## config.mk

```make
export PLATFORM = sky130hd
export DESIGN_NAME = nand_strobe_gen
export DESIGN_NICKNAME = d
export VERILOG_FILES = /design/src/rtl/nand_strobe_pkg.sv /design/src/rtl/nand_cnt_clamp.sv /design/src/rtl/nand_strobe_ctrl.sv /design/src/rtl/nand_strobe_dpath.sv /design/src/rtl/nand_strobe_gen.sv
export SDC_FILE = /design/constraint.sdc
export NUM_CORES = 1
export LEC_CHECK = 0
export BUFFER_PORTS_ARGS = -buffer_cell sky130_fd_sc_hd__buf_4
export CAP_MARGIN = 5
export CORE_MARGIN = 2
export CORE_UTILIZATION = 35
export CTS_CLUSTER_SIZE = 14
export DETAILED_ROUTE_END_ITERATION = 10
export PLACE_DENSITY_LB_ADDON = 0.05
export SLEW_MARGIN = 20
export SYNTH_ARGS = -nofsm -noshare
export SYNTH_HDL_FRONTEND = slang
export SYNTH_SLANG_ARGS = --single-unit
```

## constraint.sdc

```tcl
create_clock -name clk -period 6.3 [get_ports clk]
set_clock_uncertainty 0.05 [all_clocks]
set_input_delay 1.26 -clock clk [delete_from_list [all_inputs] [get_ports clk]]
set_output_delay 1.26 -clock clk [all_outputs]
set_load 0.005 [all_outputs]
```

## src/rtl/nand_strobe_pkg.sv

```systemverilog
package nand_strobe_pkg;

  typedef enum logic [1:0] {
    S_IDLE = 2'd0,
    S_TURN = 2'd1,
    S_LOW  = 2'd2,
    S_HIGH = 2'd3
  } phase_e;

  // strobes from control to datapath, all single-cycle
  typedef struct packed {
    logic loadWr;    // latch the write word
    logic fallRd;    // drive read strobe low, arm a capture
    logic fallWr;    // drive write strobe low, enable bus
    logic rise;      // return the active strobe high
    logic endCycle;  // last high cycle done, release bus
  } strobe_t;

endpackage

```

## src/rtl/nand_cnt_clamp.sv

```systemverilog
module nand_cnt_clamp #(
  parameter int IN_W  = 6,
  parameter int OUT_W = 4
) (
  input  logic [IN_W-1:0]  raw,
  output logic [OUT_W-1:0] eff
);
  localparam int LIMIT = (1 << OUT_W) - 1;

  always_comb begin
    if (raw == '0)
      eff = OUT_W'(1);
    else if (raw > IN_W'(LIMIT))
      eff = OUT_W'(LIMIT);
    else
      eff = raw[OUT_W-1:0];
  end
endmodule

```

## src/rtl/nand_strobe_ctrl.sv

```systemverilog
module nand_strobe_ctrl
  import nand_strobe_pkg::*;
#(
  parameter int CNT_W = 4
) (
  input  logic             clk,
  input  logic             rstN,
  input  logic             reqValid,
  input  logic             reqWrite,
  input  logic [CNT_W-1:0] loCnt,
  input  logic [CNT_W-1:0] hiCnt,
  input  logic [CNT_W-1:0] turnCnt,
  output logic             busy,
  output strobe_t          ss
);
  localparam logic [CNT_W-1:0] CNT_MAX = '1;
  localparam logic [CNT_W-1:0] ONE     = CNT_W'(1);

  phase_e           state, stateN;
  logic [CNT_W-1:0] cnt, cntN;
  logic [CNT_W-1:0] gapCnt;
  logic             isWr, isWrN;
  logic             lastRead;
  logic             lastHigh, accept, turnOk;

  assign lastHigh = (state == S_HIGH) && (cnt == hiCnt - ONE);
  assign busy     = !((state == S_IDLE) || lastHigh);
  assign accept   = reqValid && !busy;
  // enough high cycles since the last read strobe rose
  assign turnOk   = !lastRead || (gapCnt >= turnCnt - ONE);

  always_comb begin
    ss     = '0;
    stateN = state;
    cntN   = cnt;
    isWrN  = isWr;
    unique case (state)
      S_LOW: begin
        if (cnt == loCnt - ONE) begin
          stateN  = S_HIGH;
          cntN    = '0;
          ss.rise = 1'b1;
        end else begin
          cntN = cnt + ONE;
        end
      end
      S_HIGH: begin
        if (lastHigh) begin
          stateN      = S_IDLE;
          cntN        = '0;
          ss.endCycle = 1'b1;
        end else begin
          cntN = cnt + ONE;
        end
      end
      S_TURN: begin
        if (turnOk) begin
          stateN    = S_LOW;
          cntN      = '0;
          ss.fallWr = 1'b1;
        end
      end
      default: ;
    endcase
    if (accept) begin
      isWrN     = reqWrite;
      cntN      = '0;
      ss.loadWr = reqWrite;
      if (!reqWrite) begin
        stateN    = S_LOW;
        ss.fallRd = 1'b1;
      end else if (turnOk) begin
        stateN    = S_LOW;
        ss.fallWr = 1'b1;
      end else begin
        stateN = S_TURN;
      end
    end
  end

  always_ff @(posedge clk) begin
    if (!rstN) begin
      state    <= S_IDLE;
      cnt      <= '0;
      isWr     <= 1'b0;
      lastRead <= 1'b0;
      gapCnt   <= CNT_MAX;
    end else begin
      state <= stateN;
      cnt   <= cntN;
      isWr  <= isWrN;
      if (ss.rise && !isWr) begin
        gapCnt   <= '0;
        lastRead <= 1'b1;
      end else begin
        if (gapCnt != CNT_MAX) gapCnt <= gapCnt + ONE;
        if (ss.fallWr) lastRead <= 1'b0;
      end
    end
  end

  // a turnaround wait only ever follows a read
  p_turn_after_read_r5: assert property (@(posedge clk) disable iff (!rstN)
    (state == S_TURN) |-> lastRead);

endmodule

```

## src/rtl/nand_strobe_dpath.sv

```systemverilog
module nand_strobe_dpath
  import nand_strobe_pkg::*;
#(
  parameter int DATA_W = 8,
  parameter int CNT_W  = 4
) (
  input  logic              clk,
  input  logic              rstN,
  input  strobe_t           ss,
  input  logic [DATA_W-1:0] wdata,
  input  logic [CNT_W-1:0]  accCnt,
  input  logic [DATA_W-1:0] dqIn,
  output logic              reN,
  output logic              weN,
  output logic [DATA_W-1:0] dqOut,
  output logic              dqOe,
  output logic [DATA_W-1:0] rdData,
  output logic              rdValid
);
  localparam int MASK_W = (1 << CNT_W) - 1;

  // bit i set: sample the bus i+1 edges from now
  logic [MASK_W-1:0] capMask, capNext, capArm;

  always_comb begin
    capArm  = ss.fallRd ? (MASK_W'(1) << (accCnt - CNT_W'(1))) : '0;
    capNext = (capMask >> 1) | capArm;
  end

  always_ff @(posedge clk) begin
    if (!rstN) begin
      reN     <= 1'b1;
      weN     <= 1'b1;
      dqOut   <= '0;
      dqOe    <= 1'b0;
      capMask <= '0;
      rdData  <= '0;
      rdValid <= 1'b0;
    end else begin
      if (ss.loadWr) dqOut <= wdata;
      if (ss.rise) begin
        reN <= 1'b1;
        weN <= 1'b1;
      end
      if (ss.endCycle) dqOe <= 1'b0;
      if (ss.fallRd) reN <= 1'b0;
      if (ss.fallWr) begin
        weN  <= 1'b0;
        dqOe <= 1'b1;
      end
      capMask <= capNext;
      rdValid <= capMask[0];
      if (capMask[0]) rdData <= dqIn;
    end
  end

  // a new strobe only starts when both strobes are idle high
  p_fall_from_high_r1: assert property (@(posedge clk) disable iff (!rstN)
    (ss.fallRd || ss.fallWr) |-> (reN && weN));

  // with a static setup, reads are two or more cycles apart, so valid never repeats
  p_single_valid_r4: assert property (@(posedge clk) disable iff (!rstN)
    rdValid |=> !rdValid);

endmodule

```

## src/rtl/nand_strobe_gen.sv

```systemverilog
module nand_strobe_gen
  import nand_strobe_pkg::*;
#(
  parameter int DATA_W = 8,
  parameter int CFG_W  = 6,
  parameter int CNT_W  = 4
) (
  input  logic              clk,
  input  logic              rstN,
  input  logic              reqValid,
  input  logic              reqWrite,
  input  logic [DATA_W-1:0] reqWdata,
  input  logic [CFG_W-1:0]  cfgLo,
  input  logic [CFG_W-1:0]  cfgHi,
  input  logic [CFG_W-1:0]  cfgAcc,
  input  logic [CFG_W-1:0]  cfgTurn,
  input  logic [DATA_W-1:0] dqIn,
  output logic              busy,
  output logic              reN,
  output logic              weN,
  output logic [DATA_W-1:0] dqOut,
  output logic              dqOe,
  output logic [DATA_W-1:0] rdData,
  output logic              rdValid
);
  localparam int NUM_FIELDS = 4;
  localparam int RUN_W      = CNT_W + 1;
  localparam logic [RUN_W-1:0] RUN_MAX = '1;

  logic [NUM_FIELDS-1:0][CFG_W-1:0] rawCfg;
  logic [NUM_FIELDS-1:0][CNT_W-1:0] effCfg;
  logic [CNT_W-1:0] loCnt, hiCnt, accCnt, turnCnt;
  strobe_t ss;

  assign rawCfg = {cfgTurn, cfgAcc, cfgHi, cfgLo};

  for (genvar g = 0; g < NUM_FIELDS; g++) begin : g_clamp
    nand_cnt_clamp #(.IN_W(CFG_W), .OUT_W(CNT_W)) i_clamp (
      .raw (rawCfg[g]),
      .eff (effCfg[g])
    );
  end

  assign loCnt   = effCfg[0];
  assign hiCnt   = effCfg[1];
  assign accCnt  = effCfg[2];
  assign turnCnt = effCfg[3];

  nand_strobe_ctrl #(.CNT_W(CNT_W)) i_ctrl (
    .clk      (clk),
    .rstN     (rstN),
    .reqValid (reqValid),
    .reqWrite (reqWrite),
    .loCnt    (loCnt),
    .hiCnt    (hiCnt),
    .turnCnt  (turnCnt),
    .busy     (busy),
    .ss       (ss)
  );

  nand_strobe_dpath #(.DATA_W(DATA_W), .CNT_W(CNT_W)) i_dpath (
    .clk     (clk),
    .rstN    (rstN),
    .ss      (ss),
    .wdata   (reqWdata),
    .accCnt  (accCnt),
    .dqIn    (dqIn),
    .reN     (reN),
    .weN     (weN),
    .dqOut   (dqOut),
    .dqOe    (dqOe),
    .rdData  (rdData),
    .rdValid (rdValid)
  );

  // port-level observers for the assertions below
  logic [RUN_W-1:0] lowRun, reHighAge;
  logic             lastWasRd;

  always_ff @(posedge clk) begin
    if (!rstN) begin
      lowRun    <= '0;
      reHighAge <= RUN_MAX;
      lastWasRd <= 1'b0;
    end else begin
      if (!reN || !weN) lowRun <= (lowRun == RUN_MAX) ? lowRun : lowRun + RUN_W'(1);
      else              lowRun <= '0;
      if (!reN) reHighAge <= '0;
      else if (reHighAge != RUN_MAX) reHighAge <= reHighAge + RUN_W'(1);
      if (!reN)      lastWasRd <= 1'b1;
      else if (!weN) lastWasRd <= 1'b0;
    end
  end

  p_one_strobe_r2: assert property (@(posedge clk) disable iff (!rstN)
    !(!reN && !weN));

  p_low_width_r2: assert property (@(posedge clk) disable iff (!rstN)
    $rose(reN && weN) |-> (lowRun == RUN_W'(loCnt)));

  p_turn_gap_r5: assert property (@(posedge clk) disable iff (!rstN)
    ($fell(weN) && lastWasRd) |-> (reHighAge >= RUN_W'(turnCnt)));

  p_busy_while_low_r1: assert property (@(posedge clk) disable iff (!rstN)
    (!reN || !weN) |-> busy);

endmodule

```

# Yosys cells after proc, flatten, opt, wreduce, memory -nomap -nowiden
# Index checks and enable logic that the tools add are counted.
[word_totals]
register_bits = 47
word_cells = 98
inputBits = 44
out_inout_bits = 21
[op_classes]
n_addsub = 6
n_shift = 1
reduce_logical = 23
bitwise_logic = 2
n_eq_ne = 10
order_cmp = 5
n_mux = 39
[ops]
columns = ["operator", "count"]
rows = [
  ["2-to-1 mux 4 bit", 13],
  ["> comparator 6 x 4 -> 1 bit, second input constant", 4],
  ["zero test 6 bit", 4],
  ["2-to-1 mux 1 bit", 16],
  ["subtractor 4 x 1 -> 4 bit, second input constant", 4],
  ["2-to-1 mux 15 bit", 1],
  ["OR 14 x 15 -> 15 bit", 1],
  ["left shift 1 x 4 -> 15 bit, first input constant", 1],
  ["2-to-1 mux 2 bit", 6],
  ["one-hot mux 4 bit (3 select lines)", 1],
  ["nonzero test 2 bit", 5],
  ["inequality test 3 x 1 -> 1 bit, second input constant", 3],
  ["adder 4 x 1 -> 4 bit, second input constant", 2],
  ["equality test 4 bit", 2],
  ["one-hot mux 2 bit (3 select lines)", 1],
  ["equality test 2 bit, second input constant", 2],
  [">= comparator 4 bit", 1],
  ["inequality test 4 bit, second input constant", 1],
  ["AND reduction 4 bit", 1],
  ["nonzero test 4 bit", 1],
  ["logical AND 1 bit", 3],
  ["zero test 1 bit", 3],
  ["2-to-1 mux 3 bit", 1],
  ["nonzero test 3 bit", 1],
  ["7 further kinds", 8],
]

# Depth between registers and ports, before layout
# Gate-level depths: netlist of run 1.
[logic_depth]
ltp_word = 13
mapped_depth = 11
mapped_depth_nobuf = 11

# Hierarchy
# From an unflattened synthesis of run 1, not the netlist that was laid out.
[unflattened]
cells_unflattened = 257
hier_area_um2 = 2372.3
[modules_own_cells]
columns = ["module", "area_per_inst_um2", "seq_area_each_um2", "cells_per_inst", "instances"]
rows = [
  ["nand_strobe_dpath", 1197.4, 700.7, 116, 1],
  ["nand_strobe_ctrl", 1049.8, 240.2, 121, 1],
  ["nand_cnt_clamp", 31.3, 0.0, 5, 4],
]

# Worst setup path after synthesis of run 1
# No wires, ideal clock.
[synth_timing]
path_type = "input to output"
start = "in cfgHi[5]"
end = "out busy"
arrival_time_ns = 2.898
required_ns = 4.990
path_slack_ns = 2.092
path_stages = 8
n_path_buf = 0
cell_sequence = "or2_2 nor3_1 ha_1 xor2_1 o211ai_1 nor4_4 and2_1 nor2_1"
[synth_between]
elab_chain_len = 8
word_cells_on_any_way = 9
cone_classes = "add/sub (1); order compare (1); eq/ne (1); mux (2); reduce/logical (4)"
[synth_rtl]
columns = ["element", "line_no", "source"]
rows = [
  ["start: declaration", "nand_strobe_gen.sv:14", "input logic [CFG_W-1:0] cfgHi,"],
  ["> comparator 6 x 4 -> 1 bit", "nand_cnt_clamp.sv:13", "else if (raw > IN_W'(LIMIT))"],
  ["2-to-1 mux 4 bit", "nand_cnt_clamp.sv:13", ""],
  ["2-to-1 mux 4 bit (*)", "nand_cnt_clamp.sv:11", "if (raw == '0)"],
  ["subtractor 4 x 1 -> 4 bit (*)", "nand_strobe_ctrl.sv:26", "assign lastHigh = (state == S_HIGH) && (cnt == hiCnt - ONE);"],
  ["equality test 4 bit (*)", "nand_strobe_ctrl.sv:26", ""],
  ["logical AND 1 bit (*)", "nand_strobe_ctrl.sv:26", ""],
  ["logical OR 1 bit (*)", "nand_strobe_ctrl.sv:27", "assign busy = !((state == S_IDLE) || lastHigh);"],
  ["zero test 1 bit (*)", "nand_strobe_ctrl.sv:27", ""],
  ["end: declaration", "nand_strobe_gen.sv:18", "output logic busy,"],
]
# Mark *: on every way between the ends. The rest lies on a longest branch, timed or not.

# Worst setup path after layout of run 1
# Ends and elaborated chain as after synthesis.

==> qor.yml, run 1 <==
outcome: "complete, no violations"
holdWs_ps: 381
antenna_cells: 0
ys.flop_type: "dfxtp_1"
synth_edf_count: 0
ys_warn_count: 0
critical_path_class: "in -> out"
crit_required_ps: 4990
wire_per_inst_um: 13.4
grt_max_degree: 31
syn_nets: 352
yosysTopAreaCellShare_pct: 38.1
drcViolationCount: 0
ant_nets: 0
antenna_found_initial: 0
synth_area_leader_cell: "dfxtp_1"
grt.busiest_layer: "met2"
post_cts_hold_buffer_count: 0
routed_via_density: 5.03
initial_core_util_pct: 36.2
ff2ff_path_depth: 5
ff_latch_area_sq_um: 941
ys_top_cells_by_area: "dfxtp_1 38%, ha_1 7.6%, o21ai_0 5.3%"
drt_iter0_markers: 74
h-tree-depth: 2
die_w_um: 88.0
drt-total-wl_um: 5990
multi_input_area_sq_um: 1450
clk_pin_slew_worst_paths_ps: 90
grt_use_met1_pct: 20.1
synthArstFlopShare_pct: 0
finalHoldViolations: 0
timing.slew.headroom_pct: 42.8
cts_root_buf: "clkbuf_8"
die-area_sq_um: 7750
cp_data_arrival_time_ps: 3260
vias: 2255
clk_path_buf_depth: 2
final_nets: 410
synth_area_sq_um: 2470
peakVddDrop_uv: 137
maxCapViolations: 0
mostFrequentLayoutCells: "64 x buf_4, 47 x dfxtp_1, 26 x o21ai_0"
period_needed_ps: 4570
boundaryPins: 65
gr-usage-met3_pct: 4.52
cp_max_fo: 6
rsz0062_at_grt: "no"
p_leak_nw: 1.28
worst_slew_pin_slew_ps: 858
fin_crit_sh_pct: 72.6
grtUsageTotal_pct: 16.2
utilization_pct: 45.9
post_cts_buffers: 0
die_h_um: 88.0
finalSetupViolCount: 0
power.density_nw_per_um2: 275
pre_cts_ws_ps: 1730
use_met2_pct: 28.0
avgSynthCellArea_sq_um: 8.44
finalSetupTns_ps: 0
cts_buffers: 5
area_delta_synth_final_pct: 26.9
ys_types: 47
slew_violations: 0
drive_above_1_share_pct: 22.7
hold_depth: 2
first_pass_iters: 4
nFillCells: 714
design.core.area_sq_um: 6830
layout_commonest_cell: "buf_4"
synthCells: 293
hold_class: "reg -> reg"
grt_pass1_wl_um: 9940
grt_pass1_vias: 2163
cts_tree: "yes"
globalplace.congestion: 0.759
worst_skew_pair.late_latency_ps: 290
max_clock_freq_ghz: 0.219
setup_ws_ps: 1730
worstSetupEndpointType: "primary output"
ctsResizeCount: 0
cts_sinks: 47
ys_seq_area_share_pct: 38.1
io_buffers: 64
rows: 30
start_kind: "input pin"
overflow: 0
hpwl_um: 4410
synth_seq_cells: 47
p_total_uw: 862
==> logic make-up (layout without fill, tap and decap cells) <==
logic type / after synthesis / count (layout) / share of synthesized area, %
flip-flops: 47 / 47 / 38.1
XOR/XNOR: 8 / 8 / 2.83
AO/OA/AOI/OAI: 76 / 76 / 19.4
AND/OR/NAND/NOR: 115 / 115 / 24.6
buffers and inverters: 22 / 81 / 3.49
multiplexers: 10 / 10 / 4.05
adder cells (fa/ha/maj): 15 / 15 / 7.59
==> state kept, by name, indices dropped and copies added, names as in the netlist <==
register,flops
i_dpath.weN,1
i_ctrl.isWr,1
i_dpath.capMask,15
i_dpath.rdData,8
i_ctrl.lastRead,1
i_dpath.dqOut,8
i_dpath.rdValid,1
i_dpath.dqOe,1
i_dpath.reN,1
i_ctrl.cnt,4
i_ctrl.gapCnt,4
i_ctrl.state,2
==> final timing paths <==
check,to,slack [ps],from
setup / recovery,busy,1730,cfgHi[5]
hold / removal,i_dpath.capMask[6],380,i_dpath.capMask[7]
setup reg to reg,i_dpath.dqOe,3830,i_ctrl.cnt[0]
hold reg to reg,i_dpath.capMask[6],380,i_dpath.capMask[7]
==> synthesized netlist by cell type, drive strengths merged, types with 2 or more instances <==
| library cell | count |
|---|---|
| a22o | 4 |
| and3 | 3 |
| xor2 | 5 |
| nand3b | 3 |
| o31a | 3 |
| clkbuf | 9 |
| nand2 | 24 |
| and2 | 5 |
| ha | 15 |
| o21ai | 26 |
| nand4 | 2 |
| nand3 | 17 |
| or3 | 3 |
| o21a | 4 |
| nor3b | 2 |
| nor3 | 14 |
| dfxtp | 47 |
| nor2b | 3 |
| a21oi | 17 |
| a211oi | 2 |
| o211ai | 2 |
| a31oi | 3 |
| o31ai | 7 |
| nor4 | 4 |
| or2 | 4 |
| inv | 9 |
| nor2 | 24 |
| mux2i | 10 |
| buf | 4 |
| xnor2 | 3 |
| nor4b | 5 |
| a32o | 2 |
==> where the power goes <==
group	internal (mW)	switching, mW	total (mW)	leakage, nW
combinational	0.127	0.139	0.267	0.840
sequential	0.332	0.0359	0.368	0.382
clock	0.128	0.0985	0.227	0.0612
total	0.588	0.274	0.862	1.28
==> area by class of cell <==
class | count | area share (%)
Clock inverter | 2 | 1.12
Sequential cell | 47 | 30.0
Inverter | 9 | 1.08
Timing Repair Buffer | 64 | 15.3
Tap cell | 96 | 3.83
Multi-Input combinational cell | 224 | 46.1
Clock buffer | 6 | 2.63
==> critical path: stages <==
cell and delay [ps]:
buf_4 110, or2_2 320, nor3_1 190, ha_1 260, xor2_1 130, o211ai_1 140
nor4_4 450, and2_1 210, nor2_1 60, buf_4 130
==> layer usage <==
metal / vias to the layer above / wire (um) / share of wire (%)
met3: 2 / 363 / 6.1
li1: 1170 / - / -
met5: - / 0 / 0
met1: 1031 / 2750 / 46
met4: 0 / 33 / 0.55
met2: 52 / 2840 / 47
==> metrics by stage <==
step,std cells,area [sq um]
after detailed placement,440,3020
final,448,3140
after global routing,448,3140
after global placement,440,3020
after floorplan,293,2470
after CTS,448,3140
Power figures use the tool's default switching activity.
==> run 2: changes to the inputs <==
==> constraint.sdc (replaced) <==
create_clock -name clk -period 4.8 [get_ports clk]
set_clock_uncertainty 0.05 [all_clocks]
set_input_delay 0.96 -clock clk [delete_from_list [all_inputs] [get_ports clk]]
set_output_delay 0.96 -clock clk [all_outputs]
set_load 0.005 [all_outputs]
==> qor.yml, run 2 (synthesis gave the netlist of run 1 again) <==
outcome: "complete, no violations"
holdWs_ps: 390
die_w_um: 88.0
cts_tree: "yes"
design.core.area_sq_um: 6830
reg_top3: "i_dpath.capMask: 15 flops, i_dpath.dqOut: 8 flops, i_dpath.rdData: 8 flops"
wire_per_inst_um: 13.2
timing.slew.headroom_pct: 45.6
cp_data_arrival_time_ps: 2960
antenna_found_initial: 0
grtUsageTotal_pct: 16.1
drcViolationCount: 0
hpwl_um: 4380
rsz0062_at_grt: "no"
layout_commonest_cell: "buf_4"
cp_cell_sequence: "buf_4 > or2_2 > nor3_1 > ha_1 > xor2_1 > o211ai_1 > nor4_4 > and2_1 > nor2_1 > buf_4"
peakVddDrop_uv: 152
post_cts_buffers: 0
min_to: "i_dpath.capMask[6]"
boundaryPins: 65
first_pass_iters: 5
dp_cells: 440
worstReg2RegStart: "i_ctrl.cnt[0]"
cts_buffers: 5
clk_pin_slew_worst_paths_ps: 80
die_h_um: 88.0
finalSetupViolCount: 0
setup_ws_ps: 835
nFillCells: 726
drive_above_1_share_pct: 22.2
crit_buf_inv: 2
mostFrequentLayoutCells: "64 x buf_4, 47 x dfxtp_1, 26 x o21ai_0"
grt_pass1_wl_um: 9880
overflow: 0
placed_cell_area_sq_um: 3020
ff2ff_path_depth: 5
hold_class: "reg -> reg"
ctsResizeCount: 0
cp_max_fo: 6
regMostFlops: "i_dpath.capMask"
slew_violations: 0
period_needed_ps: 3970
max_clock_freq_ghz: 0.252
utilization_pct: 45.4
power.density_nw_per_um2: 342
finalSetupTns_ps: 0
finalHoldViolations: 0
clk_path_buf_depth: 2
p_leak_nw: 1.26
worst_slew_pin_slew_ps: 817
hp-start: "i_dpath.capMask[7]"
routed_via_density: 5.03
hold_depth: 2
critPathMaxStageDelay_ps: 440
io_buffers: 64
drt_iter0_markers: 103
fin_crit_sh_pct: 82.6
die-area_sq_um: 7750
maxCapViolations: 0
h-tree-depth: 2
worst_skew_pair.late_latency_ps: 300
crit_family: "simple AND/OR/NAND/NOR gates"
grt_pass1_vias: 2147
crit_required_ps: 3790
pre_cts_ws_ps: 811
reg2reg_setup_slack_ps: 2410
final_cell_count_no_fill: 448
grt_max_degree: 31
antenna_cells: 0
fin_area_sq_um: 3100
post_cts_hold_buffer_count: 0
r2r-end: "i_dpath.dqOe"
crit_slowest_cell: "nor4_4"
cts_root_buf: "clkbuf_8"
final_nets: 410
largest_register_ffs: 15
start_kind: "input pin"
p_total_mw: 1.06
crit_top_cell: "buf_4"
rows: 30
globalplace.congestion: 0.780
ant_nets: 0
cts_sinks: 47
vias: 2255
initial_core_util_pct: 36.2
critical_path_class: "in -> out"
drt-total-wl_um: 5910
area_delta_synth_final_pct: 25.5
worstSetupEndpointType: "primary output"
[run 2: cell count changes in the layout (fill, tap and decap cells not counted), sizes merged]
cell / before / now
bufinv: 1 / 0
clkbuf: 6 / 7
[run 2: how the worst max path moves through the flow]
stage	startpoint	end	slack (ps)	cells past startpoint
floorplan	cfgHi[5]	busy	1190	8
global placement	cfgHi[5]	busy	830	10
detailed placement	cfgHi[5]	busy	810	10
CTS	cfgHi[5]	busy	820	10
global route	cfgHi[5]	busy	700	10
finish	cfgHi[5]	busy	830	10
[run 2: metal layers]
layer	track usage, %	share of wire (%)
met5	0	0
met4	5.79	1.5
met3	3.39	5.5
met2	27.5	48
met1	20.0	45
[run 2: cell type report]
| class | count | area (sq um) | area share [%] |
|---|---|---|---|
| timing repair buffer | 64 | 480 | 15.5 |
| tap | 96 | 120 | 3.87 |
| multi-input combinational | 224 | 1450 | 46.6 |
| clock buffer | 7 | 76.3 | 2.46 |
| clock inverter | 1 | 5.00 | 0.161 |
| inverter | 9 | 33.8 | 1.09 |
| sequential | 47 | 941 | 30.3 |
[run 2: report_power, final]
part	leakage [nW]	internal (mW)	switching, mW
registers	0.382	0.435	0.0471
clock network	0.0422	0.102	0.128
logic	0.840	0.167	0.179
[run 2: worst min-delay path: cells and delay by family (launching register included)]
kind,cells,cell delay [ps]
flip-flops,1,310
AND/OR/NAND/NOR,1,40
AO/OA/AOI/OAI,1,50
==> run 3: changes to the inputs <==
--- a/config.mk
+++ b/config.mk
@@ -5,6 +5,7 @@
 export SDC_FILE = /design/constraint.sdc
 export NUM_CORES = 1
 export LEC_CHECK = 0
+export ABC_AREA = 1
 export BUFFER_PORTS_ARGS = -buffer_cell sky130_fd_sc_hd__buf_4
 export CAP_MARGIN = 5
 export CORE_MARGIN = 2
==> constraint.sdc (replaced) <==
create_clock -name clk -period 3.4 [get_ports clk]
set_clock_uncertainty 0.05 [all_clocks]
set_input_delay 0.68 -clock clk [delete_from_list [all_inputs] [get_ports clk]]
set_output_delay 0.68 -clock clk [all_outputs]
set_load 0.005 [all_outputs]
==> qor.yml, run 3 <==
post_cts_buffers: 0
final_cell_count_no_fill: 573
worstSetupEndpointType: "primary output"
ff_latch_area_sq_um: 941
period_needed_ps: 3000
ys.flop_type: "dfxtp_1"
boundaryPins: 65
ctsResizeCount: 0
routed_via_density: 4.53
regMostFlops: "i_dpath.capMask"
worst_skew_pair.late_latency_ps: 310
start_kind: "input pin"
holdWs_ps: 387
outcome: "complete, no violations"
fin_area_sq_um: 3430
power.share.clock_pct: 20.3
maxCapViolations: 0
hp-start: "i_dpath.capMask[1]"
area_delta_synth_final_pct: 24.6
syn_nets: 462
globalplace.congestion: 0.807
crit_slowest_cell: "ha_1"
cp_max_fo: 5
hold_class: "reg -> reg"
r2r-end: "i_dpath.capMask[6]"
antenna_cells: 0
initial_core_util_pct: 35.8
switching_share_pct: 38.7
synthTopCellsByCount: "76 x nand2_1, 71 x inv_1, 66 x nor2_1, 47 x dfxtp_1, 27 x nand3_1"
reg_top3: "i_dpath.capMask: 15 flops, i_dpath.dqOut: 8 flops, i_dpath.rdData: 8 flops"
largest_register_ffs: 15
critPathMaxStageDelay_ps: 200
crit_top_cell: "nand2_1"
cts_sinks: 47
cp_data_arrival_time_ps: 2270
mostFrequentLayoutCells: "76 x nand2_1, 71 x inv_1, 66 x nor2_1, 66 x buf_4, 47 x dfxtp_1"
antenna_found_initial: 0
p_total_mw: 1.74
layout_commonest_cell: "nand2_1"
p_seq_share_pct: 39.4
worstReg2RegStart: "i_ctrl.cnt[2]"
avgSynthCellArea_sq_um: 6.83
hpwl_um: 4600
ys_seq_area_share_pct: 34.2
synth_area_sq_um: 2750
finalSetupTns_ps: 0
first_pass_iters: 4
ys_top_cells_by_area: "dfxtp_1 34%, nand2_1 10%, inv_1 9.7%"
crit_buf_inv: 5
ant_nets: 0
grt_max_degree: 30
synth_area_leader_cell: "dfxtp_1"
placed_cell_area_sq_um: 3340
max_clock_freq_ghz: 0.333
final_nets: 529
die_w_um: 92.7
overflow: 0
utilization_pct: 44.6
die-area_sq_um: 8590
dp_cells: 565
setup_ws_ps: 401
io_buffers: 64
nFillCells: 825
rsz0062_at_grt: "no"
drive_above_1_share_pct: 22.7
yosysMostFrequentCell: "nand2_1"
power.switching_uw: 675
rows: 32
cts_root_buf: "clkbuf_8"
clk_path_buf_depth: 2
multi_input_area_sq_um: 1490
ys_types: 37
hold_depth: 2
synth_seq_cells: 47
synth_edf_count: 0
power.density_nw_per_um2: 508
slew_violations: 0
reg2reg_setup_slack_ps: 1420
drt-total-wl_um: 6090
cts_tree: "yes"
vias: 2596
cp_cell_sequence: "buf_4 > inv_1 > nand2_1 > nor2_1 > nor2_4 > ha_1 > inv_1 > nand2_1 > nand2_1 > nand3_1 > nand2_1 > nand2_1 > nor2_2 > nand3_2 > nand2_4 > inv_1 > buf_4"
drcViolationCount: 0
pre_cts_ws_ps: 296
drt_iter0_markers: 85
fin_crit_sh_pct: 88.2
synthCells: 403
crit_family: "simple AND/OR/NAND/NOR gates"
cts_buffers: 5
finalHoldViolations: 0
power_frac_comb_pct: 40.3
die_h_um: 92.7
min_to: "i_dpath.capMask[0]"
post_cts_hold_buffer_count: 0
peakVddDrop_uv: 223
worst_slew_pin_slew_ps: 597
critical_path_class: "in -> out"
p_int_mw: 1.07
timing.slew.headroom_pct: 59.7
synthArstFlopShare_pct: 0
ff2ff_path_depth: 13
p_leak_nw: 1.75
yosysTopAreaCellShare_pct: 34.2
grt_pass1_wl_um: 10400
h-tree-depth: 2
ys_warn_count: 0
finalSetupViolCount: 0
grt_pass1_vias: 2381
wire_per_inst_um: 10.6
crit_required_ps: 2670
clk_pin_slew_worst_paths_ps: 100
design.core.area_sq_um: 7690
grtUsageTotal_pct: 14.6
## run 3: kinds of logic after synthesis
| group | after synthesis | share of synthesized area, % |
|---|---|---|
| fa+ha+maj | 15 | 6.82 |
| compound gates | 54 | 12.1 |
| simple gates | 203 | 34.1 |
| buf+inv | 80 | 11.5 |
| xor+xnor | 4 | 1.27 |
| flops | 47 | 34.2 |
## run 3: power groups by stage
| stage | Combinational [mW] | Sequential (mW) | Clock, mW |
|---|---|---|---|
| finish | 0.702 | 0.687 | 0.354 |
| global route | 0.810 | 0.698 | 0.391 |
| CTS | 0.711 | 0.687 | 0.370 |
| detailed placement | 0.709 | 0.700 | 0 |
| global placement | 0.702 | 0.699 | 0 |
| floorplan | 0.512 | 0.686 | 0 |
## run 3: area by class of cell
| class | instances | area share (%) |
|---|---|---|
| sequential | 47 | 27.4 |
| tap | 102 | 3.72 |
| inverter | 74 | 8.10 |
| timing repair buffer | 66 | 14.5 |
| clock inverter | 3 | 0.693 |
| multi-input combinational | 276 | 43.6 |
| clock buffer | 5 | 2.01 |
## run 3: worst max-delay path by stage
stage,startpoint,endpoint,slack (ps),depth (start not counted)
6_report,cfgHi[2],busy,400,17
5_1_grt,cfgHi[2],busy,190,17
4_1_cts,cfgHi[2],busy,390,17
3_5_place_dp,cfgTurn[5],i_ctrl.cnt[2],300,14
3_3_place_gp,cfgTurn[3],i_ctrl.cnt[1],360,14
2_1_floorplan,cfgTurn[5],i_ctrl.cnt[0],690,13
## run 3: per-layer routing
layer / up-vias / track usage, % / routed length, um
met5: - / 0 / 0
met4: 0 / 4.41 / 65
met3: 7 / 3.01 / 226
met2: 43 / 24.7 / 2770
met1: 1152 / 18.8 / 3020
li1: 1394 / - / -
## run 3: tightest hold or removal path: stages, from the launching register on
cell,delay [ps]
dfxtp_1,310
inv_1,40
a21oi_1,50
